## src/rtl/rf_pkg.sv

```systemverilog
package rf_pkg;

    // Which event chose a thread bound's next value.
    typedef enum logic [1:0] {
        BND_HOLD   = 2'd0,
        BND_SQUASH = 2'd1,
        BND_INSERT = 2'd2
    } bnd_src_e;

    // Width of an index over n items, at least one bit.
    function automatic int idx_width(input int n);
        return (n > 1) ? $clog2(n) : 1;
    endfunction

endpackage

```

## src/rtl/rf_oldest_pick.sv

```systemverilog
module rf_oldest_pick #(
    parameter int N_SRC  = 3,
    parameter int SEQ_W  = 16,
    parameter int TID_W  = 1,
    parameter int THR_ID = 0,
    localparam int IDX_W = rf_pkg::idx_width(N_SRC)
) (
    input  logic [N_SRC-1:0]       src_vld,
    input  logic [N_SRC*TID_W-1:0] src_tid,
    input  logic [N_SRC*SEQ_W-1:0] src_seq,
    input  logic [SEQ_W-1:0]       bound,
    output logic                   hit,
    output logic [IDX_W-1:0]       win_idx,
    output logic [SEQ_W-1:0]       win_seq
);

    // Per-source qualification: request for this thread and strictly older.
    logic [N_SRC-1:0] elig;

    for (genvar s = 0; s < N_SRC; s++) begin : g_elig
        assign elig[s] = src_vld[s]
                       && (src_tid[s*TID_W +: TID_W] == TID_W'(THR_ID))
                       && (src_seq[s*SEQ_W +: SEQ_W] < bound);
    end

    // Oldest eligible request; a strict compare keeps the lowest index on ties.
    always_comb begin
        hit     = 1'b0;
        win_idx = '0;
        win_seq = '0;
        for (int s = 0; s < N_SRC; s++) begin
            if (elig[s] && (!hit || (src_seq[s*SEQ_W +: SEQ_W] < win_seq))) begin
                hit     = 1'b1;
                win_idx = IDX_W'(s);
                win_seq = src_seq[s*SEQ_W +: SEQ_W];
            end
        end
    end

endmodule

```

## src/rtl/rf_bound_reg.sv

```systemverilog
module rf_bound_reg #(
    parameter int SEQ_W = 16
) (
    input  logic             clk,
    input  logic             rst_n,
    input  logic             sq_hit,
    input  logic [SEQ_W-1:0] sq_seq,
    input  logic             ins_hit,
    input  logic [SEQ_W-1:0] ins_seq,
    output logic [SEQ_W-1:0] bound_q,
    output rf_pkg::bnd_src_e upd_src
);

    typedef struct packed {
        logic [SEQ_W-1:0] bound;
    } bnd_state_t;

    bnd_state_t st_d, st_q;

    // Next value: an accepted squash outranks an insert in the same cycle.
    always_comb begin
        st_d    = st_q;
        upd_src = rf_pkg::BND_HOLD;
        if (sq_hit) begin
            st_d.bound = sq_seq;
            upd_src    = rf_pkg::BND_SQUASH;
        end else if (ins_hit) begin
            st_d.bound = ins_seq;
            upd_src    = rf_pkg::BND_INSERT;
        end
    end

    always_ff @(posedge clk or negedge rst_n) begin
        if (!rst_n) begin
            st_q.bound <= '1;
        end else begin
            st_q <= st_d;
        end
    end

    assign bound_q = st_q.bound;

endmodule

```

## src/rtl/rf_redirect_filter.sv

```systemverilog
module rf_redirect_filter #(
    parameter int N_THR  = 2,
    parameter int N_SRC  = 3,
    parameter int SEQ_W  = 16,
    parameter int ADDR_W = 32,
    parameter int CNT_W  = 16,
    localparam int TID_W = rf_pkg::idx_width(N_THR),
    localparam int IDX_W = rf_pkg::idx_width(N_SRC)
) (
    input  logic                    clk,
    input  logic                    rst_n,
    input  logic [N_SRC-1:0]        src_vld,
    input  logic [N_SRC*TID_W-1:0]  src_tid,
    input  logic [N_SRC*SEQ_W-1:0]  src_seq,
    input  logic [N_SRC-1:0]        src_mispred,
    input  logic [N_SRC*ADDR_W-1:0] src_target,
    input  logic [N_SRC-1:0]        src_taken,
    input  logic                    ins_vld,
    input  logic [TID_W-1:0]        ins_tid,
    input  logic [SEQ_W-1:0]        ins_seq,
    output logic [N_THR-1:0]        bc_vld,
    output logic [N_THR*SEQ_W-1:0]  bc_seq,
    output logic [N_THR-1:0]        bc_mispred,
    output logic [N_THR*ADDR_W-1:0] bc_target,
    output logic [N_THR-1:0]        bc_taken,
    output logic [CNT_W-1:0]        squash_cnt
);

    localparam int CW = rf_pkg::idx_width(N_THR + 1);

    typedef struct packed {
        logic              vld;
        logic [SEQ_W-1:0]  seq;
        logic              mp;
        logic [ADDR_W-1:0] tgt;
        logic              tk;
    } lane_t;

    typedef struct packed {
        lane_t [N_THR-1:0] lane;
        logic [CNT_W-1:0]  cnt;
    } flt_state_t;

    flt_state_t st_d, st_q;

    logic [N_THR-1:0]             thr_hit;
    logic [IDX_W-1:0]             thr_idx [N_THR];
    logic [SEQ_W-1:0]             thr_seq [N_THR];
    logic [N_THR*SEQ_W-1:0]       bound_flat;
    rf_pkg::bnd_src_e             thr_upd [N_THR];

    // Per-thread arbitration and bound tracking.
    for (genvar t = 0; t < N_THR; t++) begin : g_thr
        logic ins_here;
        assign ins_here = ins_vld && (ins_tid == TID_W'(t));

        rf_oldest_pick #(
            .N_SRC (N_SRC),
            .SEQ_W (SEQ_W),
            .TID_W (TID_W),
            .THR_ID(t)
        ) u_pick (
            .src_vld(src_vld),
            .src_tid(src_tid),
            .src_seq(src_seq),
            .bound  (bound_flat[t*SEQ_W +: SEQ_W]),
            .hit    (thr_hit[t]),
            .win_idx(thr_idx[t]),
            .win_seq(thr_seq[t])
        );

        rf_bound_reg #(
            .SEQ_W(SEQ_W)
        ) u_bound (
            .clk    (clk),
            .rst_n  (rst_n),
            .sq_hit (thr_hit[t]),
            .sq_seq (thr_seq[t]),
            .ins_hit(ins_here),
            .ins_seq(ins_seq),
            .bound_q(bound_flat[t*SEQ_W +: SEQ_W]),
            .upd_src(thr_upd[t])
        );
    end

    // Broadcast lanes and acceptance counter, next values.
    always_comb begin
        logic [CW-1:0] n_acc;
        st_d  = st_q;
        n_acc = '0;
        for (int t = 0; t < N_THR; t++) begin
            st_d.lane[t].vld = thr_hit[t];
            if (thr_hit[t]) begin
                st_d.lane[t].seq = thr_seq[t];
                st_d.lane[t].mp  = src_mispred[thr_idx[t]];
                st_d.lane[t].tgt = src_target[thr_idx[t]*ADDR_W +: ADDR_W];
                st_d.lane[t].tk  = src_taken[thr_idx[t]];
                n_acc            = n_acc + CW'(1);
            end
        end
        st_d.cnt = st_q.cnt + CNT_W'(n_acc);
    end

    always_ff @(posedge clk or negedge rst_n) begin
        if (!rst_n) begin
            st_q <= '0;
        end else begin
            st_q <= st_d;
        end
    end

    for (genvar t = 0; t < N_THR; t++) begin : g_out
        assign bc_vld[t]                      = st_q.lane[t].vld;
        assign bc_seq[t*SEQ_W +: SEQ_W]       = st_q.lane[t].seq;
        assign bc_mispred[t]                  = st_q.lane[t].mp;
        assign bc_target[t*ADDR_W +: ADDR_W]  = st_q.lane[t].tgt;
        assign bc_taken[t]                    = st_q.lane[t].tk;
    end

    assign squash_cnt = st_q.cnt;

endmodule

```

## config.mk

```make
export PLATFORM = sky130hd
export DESIGN_NAME = rf_redirect_filter
export DESIGN_NICKNAME = d
export VERILOG_FILES = /design/src/rtl/rf_pkg.sv /design/src/rtl/rf_oldest_pick.sv /design/src/rtl/rf_bound_reg.sv /design/src/rtl/rf_redirect_filter.sv
export SDC_FILE = /design/constraint.sdc
export NUM_CORES = 1
export LEC_CHECK = 0
export ABC_AREA = 0
export ABC_CLOCK_PERIOD_IN_PS = 19600
export BUFFER_PORTS_ARGS = -buffer_cell sky130_fd_sc_hd__clkbuf_2
export CORE_ASPECT_RATIO = 1.1
export CORE_MARGIN = 5
export CORE_UTILIZATION = 35
export DETAILED_ROUTE_END_ITERATION = 6
export PLACE_DENSITY = 0.53
export RECOVER_POWER = 50
export SYNTH_ARGS = -nofsm -noshare
export SYNTH_HDL_FRONTEND = slang
export SYNTH_HIERARCHICAL = 1
export SYNTH_SLANG_ARGS = --single-unit
```

## constraint.sdc

```tcl
create_clock -name clk -period 19.6 [get_ports clk]
set_input_delay 3.92 -clock clk [delete_from_list [all_inputs] [get_ports clk]]
set_output_delay 3.92 -clock clk [all_outputs]
set_load 0.1 [all_outputs]
```

==> results of run 1 <==
stage by stage:
stage	area [um2]	power (mW)	hold WS, ns	utilization [%]
global placement	13500	2.27	0.462	40.7
floorplan	11700	1.91	0.529	-
detailed placement	13500	2.29	0.463	40.7
global route	13900	2.75	0.510	42.1
CTS	14100	2.64	0.476	42.5
finish	13900	2.59	0.481	42.1
state kept, by name (all words and copies together) (netlist names):
| register | count |
|---|---|
| bc_target | 64 |
| bc_seq | 32 |
| g_thr.u_bound/bound_q | 32 |
| squash_cnt | 16 |
| bc_mispred | 2 |
| bc_taken | 2 |
| bc_vld | 2 |
routing by layer:
layer | wire length, um | GRT usage, %
met1 | 17200 | 27.7
met2 | 19200 | 35.2
met4 | 991 | 6.29
met5 | 12 | 0
met3 | 2920 | 5.98
power breakdown:
part           switching [mW]  internal (mW)  total (mW)
clock network           0.137          0.204       0.340
registers              0.0942          0.478       0.572
logic                    1.34          0.340        1.68
area by class of cell:
type | instances | area, um2
clock buffers | 20 | 447
clock inverters | 12 | 153
fillers | 3382 | 19200
inverters | 71 | 267
multi-input cells | 990 | 7280
flip-flops and latches | 150 | 3790
well taps | 432 | 541
repair buffers | 308 | 1470
final timing paths:
check / start / to
worst max-delay path: src_seq[1] / bc_target[20]
worst min-delay path: squash_cnt[15] / squash_cnt[15]
worst max register to register: g_thr[0].u_bound/bound_q[6] / bc_target[20]
worst min register to register: squash_cnt[15] / squash_cnt[15]
max in group asynchronous: rst_n / bc_seq[13]
min in group asynchronous: rst_n / bc_target[26]
==> results.ini, run 1 <==
[place]
port_buffers=293
dp_slack_ns=7.81
dp_hpwl_mm=31.2
gp_congestion=0.842
dp_cells=1951

[critical_path]
max_stage_delay_ns=0.84
required_ns=19.87
critPathSlowestCell=buf_4
critical_path_class=in -> reg
path_common_cell=buf_4
r2r_setup_slack_ns=11.30
crit_cells=30
critPathArrivalTime_ns=11.62
path_delay_family=compound AO/OA/AOI/OAI gates
reg2regPathDepth=30
critical_path.endpoint_type=flop
worstPathMaxFanout=53
start_kind=primary input
cp_num_buf_inv=5

[floorplan]
design.die.area_um2=37200
coreArea_um2=33100
die_h_um=202
start_util_pct=35.3
rows=70
die_w_um=184
num_io_pins=294

[sta]
worst_slack_ns=8.25
fmax_ghz=0.0881
final-setup-viol-count=0
period_needed_ns=11.35
fin_crit_sh_pct=57.9
rsz0062_at_grt=false
worst_pin_slew_ns=4.89
final_max_slew_viol_count=153
finClkSkew_ns=0.0134
maxSlewHeadroom_pct=-226
finalHoldViolCount=0
finalSetupTns_ns=0

[detailed_routing]
drc_errors=0
dr.pass1.iters=5
detail-route-antenna-nets=0
detail_route.vias_per_cell=5.38
num_vias=10660
wl_per_cell_um=20.3
drt_iter0_markers=430
wl_mm=40.3

[logic_synthesis]
yosysWarnings=6
syn-num-nets=1610
synth_cells=1280
syn_area_um2=11700
avgSynthCellArea_um2=9.14

[run]
maxCapViolCount=2

[cells_and_area]
layout_commonest_cell=clkbuf_2
diodes=0
area_growth_pct=19.2
drive_gt1_share_pct=21.5
fin_nets=1868
final_cell_mix=clkbuf_2 (207), a21oi_1 (170), ha_1 (153)
instances_no_fill=1983

[cts]
clock_sinks=150
cts_hold_buf=0
tritoncts=built
cts_buffer_depth=2
root_buffer=clkbuf_16
cts-buffers-inserted=17
postCtsSetupBuffers=0
cts_repair_resize_count=0
clk_transition_reported_paths_ns=0.06
htreeDepth=4
clkLatencyLatePin_ns=0.43

[pwr]
power_leakage_nw=6.21
p_per_area_nw_per_um2=186
ir_drop_uv=142

[global_routing]
grt_first_pass_wirelength_mm=62.8
grt_max_degree=88
grt_util_all_layers_pct=21.5
first_global_vias=10848
antenna_found_initial=1
gr-total-overflow=0

[worst_hold_path]
hold_class=reg -> reg
hold_path_depth=1

[status]
violations=capacitance limit, slew limit
status=finished, violations left

No activity file was read; power rests on OpenSTA's default activity.
==> run 2, diff against run 1 <==
--- a/config.mk
+++ b/config.mk
@@ -5,8 +5,8 @@
 export SDC_FILE = /design/constraint.sdc
 export NUM_CORES = 1
 export LEC_CHECK = 0
-export ABC_AREA = 0
-export ABC_CLOCK_PERIOD_IN_PS = 19600
+export ABC_AREA = 1
+export ABC_CLOCK_PERIOD_IN_PS = 11080
 export BUFFER_PORTS_ARGS = -buffer_cell sky130_fd_sc_hd__clkbuf_2
 export CORE_ASPECT_RATIO = 1.1
 export CORE_MARGIN = 5
==> constraint.sdc (replaced) <==
create_clock -name clk -period 11.08 [get_ports clk]
set_input_delay 2.216 -clock clk [delete_from_list [all_inputs] [get_ports clk]]
set_output_delay 2.216 -clock clk [all_outputs]
set_load 0.1 [all_outputs]
==> run 2 against run 1 <==
Net effect: synthesized cell count grew 34%; count of clock-buffer cells in the layout grew 2; final cell count grew 22%; highest routed layer is now met4; via count grew 15%; flip-flop and latch count is the same; global-route usage grew 1.2 points; the run still ends with capacitance limit, slew limit left; core utilization shrank 0.87 points; register-to-register slack lost 7.3 ns; combinational power grew 82%.
==> results.ini, run 2 <==
[status]
status=finished, violations left
violations=capacitance limit, slew limit

[sta]
final-setup-viol-count=0  ; unchanged
final_max_slew_viol_count=88  ; -42%
finalSetupTns_ns=0  ; unchanged
fmax_ghz=0.119
finClkSkew_ns=0.0163  ; +0.00291 ns
finalHoldViolCount=0  ; unchanged
worst_pin_slew_ns=4.84  ; -0.0519 ns
period_needed_ns=8.41
rsz0062_at_grt=false
fin_crit_sh_pct=75.9
maxSlewHeadroom_pct=-223  ; +3.5 points

[global_routing]
gr-total-overflow=0  ; unchanged
grt_first_pass_wirelength_mm=70.5  ; +12%
met2_usage_pct=36.3  ; +1.1 points
grt_busiest_layer=met2
antenna_found_initial=0  ; -1
grt_use_met1_pct=30.3  ; +2.6 points
grt_util_all_layers_pct=22.6  ; +1.2 points
first_global_vias=12074  ; +11%
grt_max_degree=88  ; unchanged
use_met3_pct=5.10  ; -0.89 points

[pwr]
p_sw_mw=2.86  ; +82%
combPwrFrac_pct=65.8  ; +1.0 points
intPower_mw=1.79  ; +75%
total_power_mw=4.65  ; +79%
power_leakage_nw=7.61  ; +22%
sw_frac_of_total_pct=61.5  ; +0.89 points
seq_power_share_pct=21.6  ; -0.5 points
power.share.clock_pct=12.6  ; -0.5 points
p_per_area_nw_per_um2=322  ; +73%
ir_drop_uv=289  ; +100%

[place]
gp_congestion=0.895  ; +6.3%
dp_hpwl_mm=35.3  ; +13%
port_buffers=293  ; unchanged

[critical_path]
critical_path_class=in -> reg
worstPathMaxFanout=35  ; -34%
required_ns=11.42  ; -8.45 ns
critical_path.endpoint_type=flop
rr_startpoint=g_thr[1].u_bound/bound_q[13]
critPathArrivalTime_ns=8.74  ; -2.88 ns
path_common_cell=nand2_1
r2r-end=bc_target[37]
r2r_setup_slack_ns=4.00  ; -7.30 ns
reg2regPathDepth=33  ; +10%
critPathSlowestCell=nor2_8
cp_num_buf_inv=5  ; unchanged
max_stage_delay_ns=0.60  ; -0.24 ns
start_kind=primary input
path_delay_family=simple AND/OR/NAND/NOR gates

[detailed_routing]
dr.pass1.iters=5  ; unchanged
wl_per_cell_um=18.7  ; -7.9%
detail_route.vias_per_cell=5.09  ; -5.3%
detail-route-antenna-nets=0  ; unchanged
drt_iter0_markers=872  ; +100%
wl_mm=45.3  ; +12%
drc_errors=0  ; unchanged
num_vias=12305  ; +15%

[cts]
tritoncts=built
cts_buffer_depth=2  ; unchanged
clock_sinks=150  ; unchanged
clkLatencyLatePin_ns=0.43  ; about the same
root_buffer=clkbuf_16
htreeDepth=4  ; unchanged
clk_transition_reported_paths_ns=0.06  ; about the same
cts-buffers-inserted=17  ; unchanged
cts_repair_resize_count=0  ; unchanged
cts_hold_buf=0  ; unchanged
postCtsSetupBuffers=0  ; unchanged

[floorplan]
rows=72  ; +2.9%
die_w_um=189  ; +2.8%
coreArea_um2=35000  ; +5.9%
num_io_pins=294  ; unchanged
die_h_um=207  ; +2.8%
start_util_pct=35.4  ; about the same
design.die.area_um2=39300  ; +5.6%

[cells_and_area]
largest_reg_flops=64  ; unchanged
drive_gt1_share_pct=17.0  ; -4.5 points
final_cell_mix=nand2_1 (525), inv_1 (208), clkbuf_2 (189)
layout_commonest_cell=nand2_1
fin_nets=2289  ; +23%
area_growth_pct=16.6
diodes=0  ; unchanged
final.fill_count=3730  ; +10%

[logic_synthesis]
avgSynthCellArea_um2=7.25  ; -21%
synth_cells=1709  ; +34%
syn_area_um2=12400  ; +5.9%
yosysWarnings=6  ; unchanged
syn-num-nets=2039  ; +27%

[run]
maxCapViolCount=1  ; -1

[worst_hold_path]
hold_path_depth=2  ; +1
hold_class=reg -> reg
min_delay_worst_endpoint=g_thr[0].u_bound/bound_q[14]
min-delay-start=g_thr[0].u_bound/bound_q[14]

==> run 2: power groups by stage <==
stage | clock, mW | combinational [mW] | sequential, mW
floorplan | 0 | 1.13 | 2.32
global placement | 0 | 3.09 | 1.01
detailed placement | 0 | 3.12 | 1.01
CTS | 0.603 | 3.12 | 1.01
global route | 0.627 | 3.29 | 1.04
finish | 0.586 | 3.06 | 1.00
==> run 2: layout make-up <==
class	instances	area [um2]	share of cell area (%)
Multi-Input combinational cell	1272	7310	50.6
Clock inverter	10	90.1	0.623
Clock buffer	22	495	3.43
Tap cell	444	556	3.84
Timing Repair Buffer	301	1400	9.66
Inverter	217	815	5.64
Sequential cell	150	3790	26.2
==> run 2: tightest hold or removal path, stage by stage (launching register included) <==
cell and delay [ns]:
dfstp_2 0.37, nand2_1 0.05, nand3_1 0.06
==> run 2: stage by stage <==
step	instance area [um2]	util, %	instances	setup WS, ns	hold WS, ns
floorplan	12400	-	1709	4.25	0.461
global placement	14000	40.0	2384	2.36	0.471
detailed placement	14000	40.0	2384	2.30	0.474
CTS	14600	41.6	2416	2.70	0.484
global route	14500	41.2	2416	2.11	0.499
finish	14500	41.2	2416	2.67	0.483
==> run 2: worst max path at each step <==
stage,to,cells past startpoint,start,slack [ns]
after CTS,bc_target[37],33,src_seq[13],2.70
after global placement,bc_target[39],32,src_seq[13],2.36
after global routing,bc_target[32],34,src_seq[13],2.11
final,bc_target[37],33,src_seq[13],2.67
after floorplan,bc_target[10],35,src_seq[5],4.25
after detailed placement,bc_target[34],33,src_seq[13],2.30
==> run 2: metal layers <==
| layer | wire length [um] | vias up |
|---|---|---|
| met1 | 19600 | 5681 |
| met2 | 20800 | 467 |
| met4 | 1360 | 0 |
| met3 | 3460 | 58 |
| li1 | - | 6099 |
| met5 | 0 | - |
==> run 3, diff against run 2 <==
--- a/config.mk
+++ b/config.mk
@@ -6,13 +6,13 @@
 export NUM_CORES = 1
 export LEC_CHECK = 0
 export ABC_AREA = 1
-export ABC_CLOCK_PERIOD_IN_PS = 11080
+export ABC_CLOCK_PERIOD_IN_PS = 7700
 export BUFFER_PORTS_ARGS = -buffer_cell sky130_fd_sc_hd__clkbuf_2
 export CORE_ASPECT_RATIO = 1.1
 export CORE_MARGIN = 5
 export CORE_UTILIZATION = 35
 export DETAILED_ROUTE_END_ITERATION = 6
-export PLACE_DENSITY = 0.53
+export PLACE_DENSITY = 0.55
 export RECOVER_POWER = 50
 export SYNTH_ARGS = -nofsm -noshare
 export SYNTH_HDL_FRONTEND = slang
==> constraint.sdc (replaced) <==
create_clock -name clk -period 7.7 [get_ports clk]
set_input_delay 1.54 -clock clk [delete_from_list [all_inputs] [get_ports clk]]
set_output_delay 1.54 -clock clk [all_outputs]
set_load 0.1 [all_outputs]
==> run 3 against run 2 <==
Net effect: largest power group unchanged; non-clock buffer count rose by 10; routed wire length up 0.64%; hold slack better by 0.0017 ns; the run still ends with capacitance limit, slew limit left; largest cell class unchanged; count of clock-buffer cells in the layout decreased by 3; final cell count rose by 0.41%; combinational power rose by 45%.
==> results.ini, run 3 (same netlist as run 2, synthesis figures left out) <==
[floorplan]
design.die.area_um2=39300  ; unchanged
start_util_pct=35.4  ; unchanged
die_w_um=189  ; unchanged
die_h_um=207  ; unchanged
rows=72  ; unchanged
coreArea_um2=35000  ; unchanged
num_io_pins=294  ; unchanged

[sta]
worst_pin_slew_ns=5.48  ; +0.642 ns
worst_slack_ns=0.523  ; -2.15 ns
period_needed_ns=7.18
rsz0062_at_grt=false
maxSlewHeadroom_pct=-265  ; -43 points
fin_crit_sh_pct=93.2
finClkSkew_ns=0.0176  ; +0.00128 ns
fmax_ghz=0.139
final_max_slew_viol_count=96  ; +9.1%
finalSetupTns_ns=0  ; unchanged
final-setup-viol-count=0  ; unchanged
finalHoldViolCount=0  ; unchanged

[cts]
htreeDepth=4  ; unchanged
postCtsSetupBuffers=0  ; unchanged
root_buffer=clkbuf_16
clock_sinks=150  ; unchanged
cts_buffer_depth=2  ; unchanged
cts_hold_buf=0  ; unchanged
cts-buffers-inserted=17  ; unchanged
clk_transition_reported_paths_ns=0.07  ; about the same
tritoncts=built
clkLatencyLatePin_ns=0.44  ; about the same
cts_repair_resize_count=0  ; unchanged

[cells_and_area]
layout_commonest_cell=nand2_1
drive_gt1_share_pct=17.6  ; +0.57 points
largest_reg_flops=64  ; unchanged
fin_nets=2299  ; +0.44%
area_growth_pct=18.0
stdcell_area_um2=14600  ; +1.2%
diodes=0  ; unchanged
final_cell_mix=nand2_1 (525), inv_1 (208), clkbuf_2 (193)

[detailed_routing]
detail-route-antenna-nets=0  ; unchanged
dr.pass1.iters=5  ; unchanged
wl_mm=45.6  ; +0.64%
num_vias=12580  ; +2.2%
drt_iter0_markers=771  ; -12%
wl_per_cell_um=18.8  ; +0.23%
detail_route.vias_per_cell=5.19  ; +1.8%
drc_errors=0  ; unchanged

[global_routing]
gr-total-overflow=0  ; unchanged
antenna_found_initial=0  ; unchanged
grt_first_pass_wirelength_mm=70.6  ; +0.14%
grt_max_degree=96  ; +9.1%
first_global_vias=12242  ; +1.4%
grt_util_all_layers_pct=22.8  ; +0.12 points

[critical_path]
crit_path_end=bc_target[26]
max_stage_delay_ns=0.49  ; -0.11 ns
worstPathMaxFanout=34  ; -2.9%
required_ns=8.04  ; -3.38 ns
start_kind=primary input
r2r_setup_slack_ns=1.19  ; -2.81 ns
r2r-end=bc_target[26]
rr_startpoint=g_thr[0].u_bound/bound_q[13]
critPathSlowestCell=nor2_8
crit_start=src_seq[5]
critPathArrivalTime_ns=7.52  ; -1.22 ns
reg2regPathDepth=31  ; -6.1%
critical_path.endpoint_type=flop
path_common_cell=nand2_1
critical_path_class=in -> reg

[worst_hold_path]
hold_class=reg -> reg
min-delay-start=g_thr[0].u_bound/bound_q[4]

[pwr]
ir_drop_uv=333  ; +15%
power_leakage_nw=7.69  ; +1.1%
p_per_area_nw_per_um2=464  ; +44%
total_power_mw=6.79  ; +46%

[status]
violations=capacitance limit, slew limit
status=finished, violations left

[place]
gp_congestion=0.898  ; +0.35%
dp_hpwl_mm=35.0  ; -0.88%
dp_slack_ns=0.0141  ; -2.29 ns
post_dp_cell_area_um2=14100  ; +0.88%
port_buffers=293  ; unchanged

[run]
maxCapViolCount=1  ; unchanged

-- run 3: changes by cell type in the layout (fill, tap and decap cells not counted), sizes merged --
cell,delta
clkbuf,-3
buf,+10
inv,-3
clkinv,+3
bufinv,+3
-- run 3: area by class of cell --
| type | count | area, um2 |
|---|---|---|
| Clock buffer | 19 | 433 |
| Clock inverter | 13 | 198 |
| Fill cell | 3683 | 20400 |
| Inverter | 217 | 815 |
| Multi-Input combinational cell | 1272 | 7310 |
| Sequential cell | 150 | 3790 |
| Tap cell | 444 | 556 |
| Timing Repair Buffer | 311 | 1530 |
-- run 3: critical path, delay by kind of cell --
family	cells	cell delay, ns
buffers and inverters	3	0.57
AO/OA/AOI/OAI	8	2.00
AND/OR/NAND/NOR	17	2.40
adder cells (fa/ha/maj)	3	1.00
-- run 3: layer usage --
metal / up-vias / part of all wire (%) / track usage, % / routed length [um]
met2: 549 / 46 / 36.8 / 20800
li1: 6121 / - / - / -
met1: 5830 / 42 / 29.2 / 19000
met3: 80 / 8.6 / 5.80 / 3900
met4: 0 / 4.0 / 9.03 / 1820
met5: - / 0 / 0 / 0
-- run 3: how the worst min path moves through the flow --
stage | cells past startpoint | slack [ns] | to
floorplan | 2 | 0.46 | g_thr[1].u_bound/bound_q[14]
global placement | 2 | 0.47 | g_thr[0].u_bound/bound_q[7]
detailed placement | 2 | 0.48 | g_thr[1].u_bound/bound_q[15]
CTS | 2 | 0.49 | g_thr[1].u_bound/bound_q[15]
global route | 2 | 0.50 | g_thr[1].u_bound/bound_q[13]
finish | 2 | 0.48 | g_thr[0].u_bound/bound_q[4]
-- run 3: per-stage QoR --
stage                     utilization, %  cells  hold WS, ns
after CTS                           42.1   2426        0.486
final                               41.7   2426        0.484
after detailed placement            40.3   2394        0.476
after global placement              40.3   2394        0.472
after floorplan                        -   1709        0.461
after global routing                41.7   2426        0.498
-- run 3: report_power, final --
| group | switching [mW] | internal [mW] | leakage [nW] |
|---|---|---|---|
| clock | 0.357 | 0.548 | 0.302 |
| sequential | 0.242 | 1.21 | 1.74 |
| combinational | 3.54 | 0.902 | 5.65 |
